==> config.mk <==
export PLATFORM = sky130hd
export DESIGN_NAME = log8_codec
export DESIGN_NICKNAME = d
export VERILOG_FILES = /design/src/rtl/log8_codec_pkg.sv /design/src/rtl/log8_lzc.sv /design/src/rtl/log8_decoder.sv /design/src/rtl/log8_encoder.sv /design/src/rtl/log8_codec.sv
export SDC_FILE = /design/constraint.sdc
export NUM_CORES = 1
export LEC_CHECK = 0
export BUFFER_PORTS_ARGS = -buffer_cell sky130_fd_sc_hd__buf_4
export CELL_PAD_IN_SITES_DETAIL_PLACEMENT = 2
export CELL_PAD_IN_SITES_GLOBAL_PLACEMENT = 2
export CORE_ASPECT_RATIO = 1.2
export CORE_MARGIN = 2
export CORE_UTILIZATION = 35
export CTS_BUF_LIST = sky130_fd_sc_hd__clkbuf_8
export CTS_CLUSTER_DIAMETER = 100
export CTS_CLUSTER_SIZE = 25
export DETAILED_ROUTE_END_ITERATION = 8
export GPL_ROUTABILITY_DRIVEN = 0
export GPL_TIMING_DRIVEN = 1
export PLACE_DENSITY = 0.83
export SETUP_SLACK_MARGIN = 0.15
export SLEW_MARGIN = 10
export SYNTH_ARGS = -nofsm -noshare
export SYNTH_HDL_FRONTEND = slang
export SYNTH_SLANG_ARGS = --single-unit
==> constraint.sdc <==
create_clock -name clk -period 8.8 [get_ports clk]
set_clock_uncertainty 0.15 [all_clocks]
set_input_delay 0.88 -clock clk [delete_from_list [all_inputs] [get_ports clk]]
set_output_delay 0.88 -clock clk [all_outputs]
set_load 0.01 [all_outputs]
==> src/rtl/log8_codec_pkg.sv <==
package log8_codec_pkg;

    localparam int DEF_VAL_W = 20;
    localparam int DEF_EXP_W = 4;
    localparam int DEF_MAN_W = 4;

    typedef enum logic {
        MODE_DECODE = 1'b0,
        MODE_ENCODE = 1'b1
    } codec_mode_e;

    // Largest magnitude a symbol can express: top mantissa in top band.
    function automatic longint top_value(input int exp_w, input int man_w);
        longint emax;
        emax = (longint'(1) << exp_w) - 1;
        return (((longint'(1) << man_w) - 1) << emax)
             + (((longint'(1) << emax) - 1) << man_w);
    endfunction

endpackage

==> src/rtl/log8_lzc.sv <==
module log8_lzc #(
    parameter int W   = 16,
    localparam int CW = $clog2(W + 1)
) (
    input  logic [W-1:0]  vec,
    output logic [CW-1:0] zeros
);
    always_comb begin
        zeros = CW'(W);
        for (int i = 0; i < W; i++) begin
            if (vec[i]) begin
                zeros = CW'(W - 1 - i);
            end
        end
    end
endmodule

==> src/rtl/log8_decoder.sv <==
module log8_decoder #(
    parameter int VAL_W = log8_codec_pkg::DEF_VAL_W,
    parameter int EXP_W = log8_codec_pkg::DEF_EXP_W,
    parameter int MAN_W = log8_codec_pkg::DEF_MAN_W,
    localparam int SYM_W = EXP_W + MAN_W
) (
    input  logic [SYM_W-1:0] sym,
    output logic [VAL_W-1:0] value
);
    logic [EXP_W-1:0] ex;
    logic [MAN_W-1:0] mn;
    logic [VAL_W-1:0] band_base;

    always_comb begin
        ex        = sym[SYM_W-1:MAN_W];
        mn        = sym[MAN_W-1:0];
        band_base = ((VAL_W'(1) << ex) - VAL_W'(1)) << MAN_W;
        value     = (VAL_W'(mn) << ex) + band_base;
    end
endmodule

==> src/rtl/log8_encoder.sv <==
module log8_encoder #(
    parameter int VAL_W = log8_codec_pkg::DEF_VAL_W,
    parameter int EXP_W = log8_codec_pkg::DEF_EXP_W,
    parameter int MAN_W = log8_codec_pkg::DEF_MAN_W,
    localparam int SYM_W = EXP_W + MAN_W,
    localparam int TW    = VAL_W - MAN_W,
    localparam int CW    = $clog2(TW + 1),
    localparam int EMAX  = (1 << EXP_W) - 1,
    localparam logic [VAL_W-1:0] TOP =
        VAL_W'(log8_codec_pkg::top_value(EXP_W, MAN_W))
) (
    input  logic [VAL_W-1:0] value,
    output logic [SYM_W-1:0] sym
);
    logic [TW-1:0]    scaled;
    logic [CW-1:0]    zeros;
    logic [EXP_W-1:0] ex;
    logic [VAL_W-1:0] band_base;
    logic [MAN_W-1:0] mn;
    logic             over;

    // 16*(2^e-1) <= x  <=>  2^e <= (x>>4)+1, so e is the top set bit.
    assign scaled = value[VAL_W-1:MAN_W] + TW'(1);

    log8_lzc #(.W(TW)) u_lzc (
        .vec   (scaled),
        .zeros (zeros)
    );

    always_comb begin
        over      = value > TOP;
        ex        = EXP_W'(EMAX - int'(zeros));
        band_base = ((VAL_W'(1) << ex) - VAL_W'(1)) << MAN_W;
        mn        = MAN_W'((value - band_base) >> ex);
        sym       = over ? {SYM_W{1'b1}} : {ex, mn};
    end
endmodule

==> src/rtl/log8_codec.sv <==
module log8_codec #(
    parameter int VAL_W = log8_codec_pkg::DEF_VAL_W,
    parameter int EXP_W = log8_codec_pkg::DEF_EXP_W,
    parameter int MAN_W = log8_codec_pkg::DEF_MAN_W
) (
    input  logic             clk,
    input  logic             rst_n,
    input  logic             in_valid,
    input  logic             in_mode,
    input  logic [VAL_W-1:0] in_operand,
    output logic             out_valid,
    output logic [VAL_W-1:0] out_result
);
    import log8_codec_pkg::*;

    localparam int SYM_W = EXP_W + MAN_W;

    typedef struct packed {
        logic             valid;
        logic [VAL_W-1:0] result;
    } out_state_t;

    out_state_t       st_d, st_q;
    logic [VAL_W-1:0] dec_value;
    logic [SYM_W-1:0] enc_sym;
    codec_mode_e      mode;

    assign mode = codec_mode_e'(in_mode);

    log8_decoder #(.VAL_W(VAL_W), .EXP_W(EXP_W), .MAN_W(MAN_W)) u_dec (
        .sym   (in_operand[SYM_W-1:0]),
        .value (dec_value)
    );

    log8_encoder #(.VAL_W(VAL_W), .EXP_W(EXP_W), .MAN_W(MAN_W)) u_enc (
        .value (in_operand),
        .sym   (enc_sym)
    );

    always_comb begin
        st_d       = st_q;
        st_d.valid = in_valid;
        if (in_valid) begin
            st_d.result = (mode == MODE_ENCODE) ? VAL_W'(enc_sym) : dec_value;
        end
    end

    always_ff @(posedge clk) begin
        if (!rst_n) begin
            st_q <= '0;
        end else begin
            st_q <= st_d;
        end
    end

    assign out_valid  = st_q.valid;
    assign out_result = st_q.result;
endmodule

* Word-level counts from Yosys, hierarchy flattened
Index checks and enable logic that the tools add are counted.
** Word-level totals
- Word-level logic and storage cells :: 31
- Bits in registers :: 21
- Bits of input ports :: 24
- Output and inout bits :: 21
** Operators by class
- $lt $le $gt $ge :: 1
- Shift-type cells :: 4
- Multiplexer cells :: 18
- Add/sub/neg operators :: 6
** Operators with widths (number)
- 2-to-1 mux 4 bit :: 16
- << shifter 1 x 4 -> 16 bit, first input constant :: 2
- subtractor 16 x 2 -> 16 bit, second input constant :: 2
- adder 20 bit :: 1
- > comparator 20 bit, second input constant :: 1
- 2-to-1 mux 20 bit :: 1
- << shifter 4 x 4 -> 20 bit :: 1
- >> shifter 20 x 4 -> 4 bit :: 1
- subtractor 20 bit :: 1
- adder 16 x 1 -> 16 bit, second input constant :: 1
- 2-to-1 mux 8 bit :: 1
- subtractor 4 bit, first input constant :: 1

* Longest topological paths before layout
- Depth after elaboration :: 24
- Gate-level depth with buffers :: 29
- Gate-level depth less buffers :: 29

* By module
Synthesis repeated with hierarchy kept, for this count alone.
** Second synthesis, totals
- Cells, all modules :: 570
- Area total of the unflattened synthesis :: 4122.7 µm²
** Modules (own cells, without submodules)
- log8_encoder :: area an instance 1943.1 µm², instances 1, seq. area each 0.0 µm², cells an instance 274
- log8_decoder :: area an instance 1111.1 µm², instances 1, seq. area each 0.0 µm², cells an instance 174
- log8_codec :: area an instance 879.6 µm², instances 1, seq. area each 420.4 µm², cells an instance 90
- log8_lzc :: area an instance 188.9 µm², instances 1, seq. area each 0.0 µm², cells an instance 32

* Worst setup path after synthesis
No wires, ideal clock.
- Path kind :: input port to flip-flop
- Start point :: input in_operand[6]
- End point :: register st_q (netlist bit out_result[2])
- Required time :: 8515 ps
- Arrival :: 6167 ps
- Setup time :: 135 ps
- Cell stages on the path :: 27
- Setup slack :: 2347 ps
- Path buffers :: 1
- Cells stage by stage :: clkbuf_1 -> inv_1 -> ha_1 -> inv_1 -> o311ai_0 -> a2111oi_2 -> nor4_1 -> nand2b_1 -> a211o_1 -> or2_2 -> ha_1 -> and2_1 -> nand3_1 -> o311ai_0 -> a22o_1 -> a22oi_1 -> ha_1 -> a21oi_1 -> o21ai_0 -> or3_1 -> o21ai_0 -> o21bai_1 -> a21oi_1 -> xnor2_1 -> mux4_2 -> a32oi_1 -> a31oi_1
** On the way
- Longest elaborated chain between the ends :: 22
- Elaborated cells between the ends (all ways) :: 25
- Classes of those cells :: 5 x add/sub; 1 x order compare; 3 x shift; 16 x mux
** RTL lines
- start, declared :: line log8_codec.sv:10 : input logic [VAL_W-1:0] in_operand,
- adder 16 x 1 -> 16 bit :: line log8_encoder.sv:23 : assign scaled = value[VAL_W-1:MAN_W] + TW'(1);
- 2-to-1 mux 4 bit (14 in a row) :: line log8_lzc.sv:11 : if (vec[i]) begin
- subtractor 4 bit :: line log8_encoder.sv:32 : ex = EXP_W'(EMAX - int'(zeros));
- << shifter 1 x 4 -> 16 bit :: line log8_encoder.sv:33 : band_base = ((VAL_W'(1) << ex) - VAL_W'(1)) << MAN_W;
- subtractor 16 x 2 -> 16 bit :: line log8_encoder.sv:33
- subtractor 20 bit :: line log8_encoder.sv:34 : mn = MAN_W'((value - band_base) >> ex);
- >> shifter 20 x 4 -> 4 bit :: line log8_encoder.sv:34
- 2-to-1 mux 8 bit :: line log8_encoder.sv:35 : sym = over ? {SYM_W{1'b1}} : {ex, mn};
- 2-to-1 mux 20 bit (*) :: line log8_codec.sv:44 : st_d.result = (mode == MODE_ENCODE) ? VAL_W'(enc_sym) : dec_value;
- end signal, assigned :: line log8_codec.sv:52 : st_q <= st_d;
- end, declared :: line log8_codec.sv:23 : out_state_t st_d, st_q;
Mark *: on every way between the ends. The rest lies on a longest branch, timed or not.
A chain may end at the register's enable or synchronous reset.

* Final worst setup path
- Start point :: input in_operand[5]
- End point :: register st_q (netlist bit out_result[2])
** On the way
- Longest elaborated chain between the ends :: 23
- Elaborated cells between the ends (all ways) :: 26
- Classes of those cells :: 5 x add/sub; 1 x order compare; 3 x shift; 17 x mux
** RTL lines (line)
- adder 16 x 1 -> 16 bit :: log8_encoder.sv:23
- 2-to-1 mux 4 bit (15 in a row) :: log8_lzc.sv:11
- subtractor 4 bit :: log8_encoder.sv:32
- << shifter 1 x 4 -> 16 bit :: log8_encoder.sv:33
- subtractor 16 x 2 -> 16 bit :: log8_encoder.sv:33
- subtractor 20 bit :: log8_encoder.sv:34
- >> shifter 20 x 4 -> 4 bit :: log8_encoder.sv:34
- 2-to-1 mux 8 bit :: log8_encoder.sv:35
- 2-to-1 mux 20 bit (*) :: log8_codec.sv:44
Marked as above.

==> impl_metrics.ini <==
[floorplanning]
dieHeight_um = 122
io_pins = 45
rows = 43
start_util_pct = 35.5
die-area_mm2 = 0.0125
design.core.area_mm2 = 0.0115
die_w_um = 102

[power]
internal_power_w = 0.000226
clkPwrFrac_pct = 15.6
switching_share_pct = 44.2
power.density_mw_per_mm2 = 90.1
vdd_drop_max_uv = 61.1
p_switching_w = 0.000179
leakage_nw = 1.85
p_comb_share_pct = 58.0
seqPwrFrac_pct = 26.4

[grt]
overflow = 0
use_met3_pct = 2.18
antenna_found_initial = 0
grt_pass1_wl_mm = 26.2
grtUsageMet1_pct = 31.5
grt_use_total_pct = 26.4
grt_pass1_vias = 4912
grt_max_degree = 39
grt_busiest_layer = met2
use_met2_pct = 49.8

[yosys]
synth.distinct_cells = 71
syn_inst = 589
ys.flop_type = dfxtp_1
synth_warnings = 0
async_flop_share_pct = 0
ys_ff_latch = 21
syn_area_mm2 = 0.00407
synth_nets = 648
ys_seq_area_share_pct = 10.3
synth-edff-count = 0
avgSynthCellArea_um2 = 6.90

[finish]
post-route-util_pct = 39.3
regArea_um2 = 420
final_cell_mix = 49 x a21oi_1, 47 x buf_4, 43 x o21ai_0, 43 x nand2_1, 42 x nor2_1
final_nets = 665
multiInputGateArea_mm2 = 0.00337
area_delta_synth_final_pct = 10.7
drive_gt1_share_pct = 12.7
final_common_cell = a21oi_1
antenna_cells = 0
fillers = 1407

[flow_run]
cap_violations = 0

[timing]
rsz0062_at_grt = no
period_minus_slack_ns = 7.34
period_share_pct = 83.4
worstMarginPinSlew_ns = 0.902
clock.fmax_mhz = 136
max-slew-margin-rel_pct = 39.1
drv_slew = 0
final-hold-violation-count = 0
setup_tns_ns = 0
setup_violations = 0

[drt]
drt_wl_total_mm = 16.2
drtIter0Drc = 197
drt_pass1_iterations = 4
antenna_left = 0
wl_per_cell_um = 21.3
via_per_inst = 6.07
drcViolationCount = 0
vias = 4624

[cts]
cts_buffer_depth = 2
post_cts_buffers = 0
cts-root-buf = clkbuf_8
cts_hold_buf = 0
cts-buffers-inserted = 3
clkTransAtPathRegs_ns = 0.08
cts_resized = 0
clkLatencyLatePin_ns = 0.26
cts_tree = done
ctsHtreeMaxLevel = 1
cts_num_sinks = 21

[worst_setup_path]
cp-start-kind = input port
critical_path.slowest_cell = mux4_2
crit_top_cell = ha_1
critPathMaxStageDelay_ns = 0.48
critPathBufInv = 4
cp_top_family = compound AO/OA/AOI/OAI gates
end_kind = flip-flop
critPathArrivalTime_ns = 7.33
crit_type = in2reg
cp_data_required_time_ns = 8.79
crit_path_max_fanout = 25

[placement]
numPortBuffers = 44
dpl.hpwl_mm = 12.9

[outcome]
outcome = finished clean

[worst_hold_path]
hp-class = reg2reg
power groups by stage:
stage	combinational (W)	sequential [W]	clock, W
2_1_floorplan	0.000153	0.000112	0
3_3_place_gp	0.000222	0.000109	0
3_5_place_dp	0.000232	0.000109	0
4_1_cts	0.000235	0.000107	0.0000662
5_1_grt	0.000258	0.000108	0.0000705
6_report	0.000235	0.000107	0.0000630
final cells by class:
class                   count  share of cell area [%]
flip-flops and latches     21                    9.34
repair buffers             47                    7.84
clock buffers               3                   0.917
multi-input cells         501                    74.8
well taps                 157                    4.36
inverters                  32                    2.67
clock inverters             1                  0.0834
registers in the layout (all words and copies together) (netlist names):
register    cells
out_result     20
out_valid       1
through the flow:
step	cells	total power, W	hold slack (ns)	setup WS (ns)	cell area [um2]
finish	762	0.000405	0.342	1.46	4500
global route	762	0.000437	0.377	1.07	4500
CTS	762	0.000408	0.349	1.55	4500
detailed placement	758	0.000342	0.337	1.28	4460
global placement	758	0.000330	0.322	1.73	4460
floorplan	589	0.000265	0.348	2.35	4070
worst min-delay path, stage by stage (launching register included):
cell	delay, ns
dfxtp_1	0.32
nand2b_1	0.06
a21boi_0	0.07
cell usage after synthesis, types with 16 or more instances:
cell type / number / area [um2]
a21oi_1: 49 / 245
o21ai_0: 43 / 215
xnor2_1: 20 / 175
inv_1: 30 / 113
dfxtp_1: 21 / 420
clkbuf_1: 24 / 90.1
nand2_1: 43 / 161
nor2_1: 42 / 158
and2_1: 22 / 138
ha_1: 33 / 413
nor3_1: 18 / 90.1
a21o_1: 16 / 120
o22ai_1: 16 / 100
nand3_1: 27 / 135
path summary, 6_finish.rpt:
| path | slack (ns) | end | depth (start not counted) | start |
|---|---|---|---|---|
| setup / recovery | 1.46 | out_result[2] | 29 | in_operand[5] |
| setup reg to reg | 7.59 | out_result[2] | 4 | out_result[2] |
| hold / removal | 0.34 | out_result[5] | 2 | out_result[5] |
| hold reg to reg | 0.34 | out_result[5] | 2 | out_result[5] |
per-layer routing:
layer | wire length, um | part of all wire (%)
met3 | 464 | 2.9
met4 | 428 | 2.6
met1 | 6600 | 41
met2 | 8740 | 54
met5 | 0 | 0
cell families (layout without fill, tap and decap cells):
| family | Yosys count | count (layout) | synth area share (%) |
|---|---|---|---|
| multiplexers | 13 | 13 | 3.69 |
| XOR/XNOR | 28 | 28 | 6.03 |
| adder cells (fa/ha/maj) | 35 | 35 | 11.1 |
| flip-flops | 21 | 21 | 10.3 |
| AND/OR/NAND/NOR | 222 | 222 | 28.8 |
| AO/OA/AOI/OAI | 203 | 203 | 33.1 |
| buffers and inverters | 67 | 83 | 6.89 |
Power figures use the tool's default switching activity.
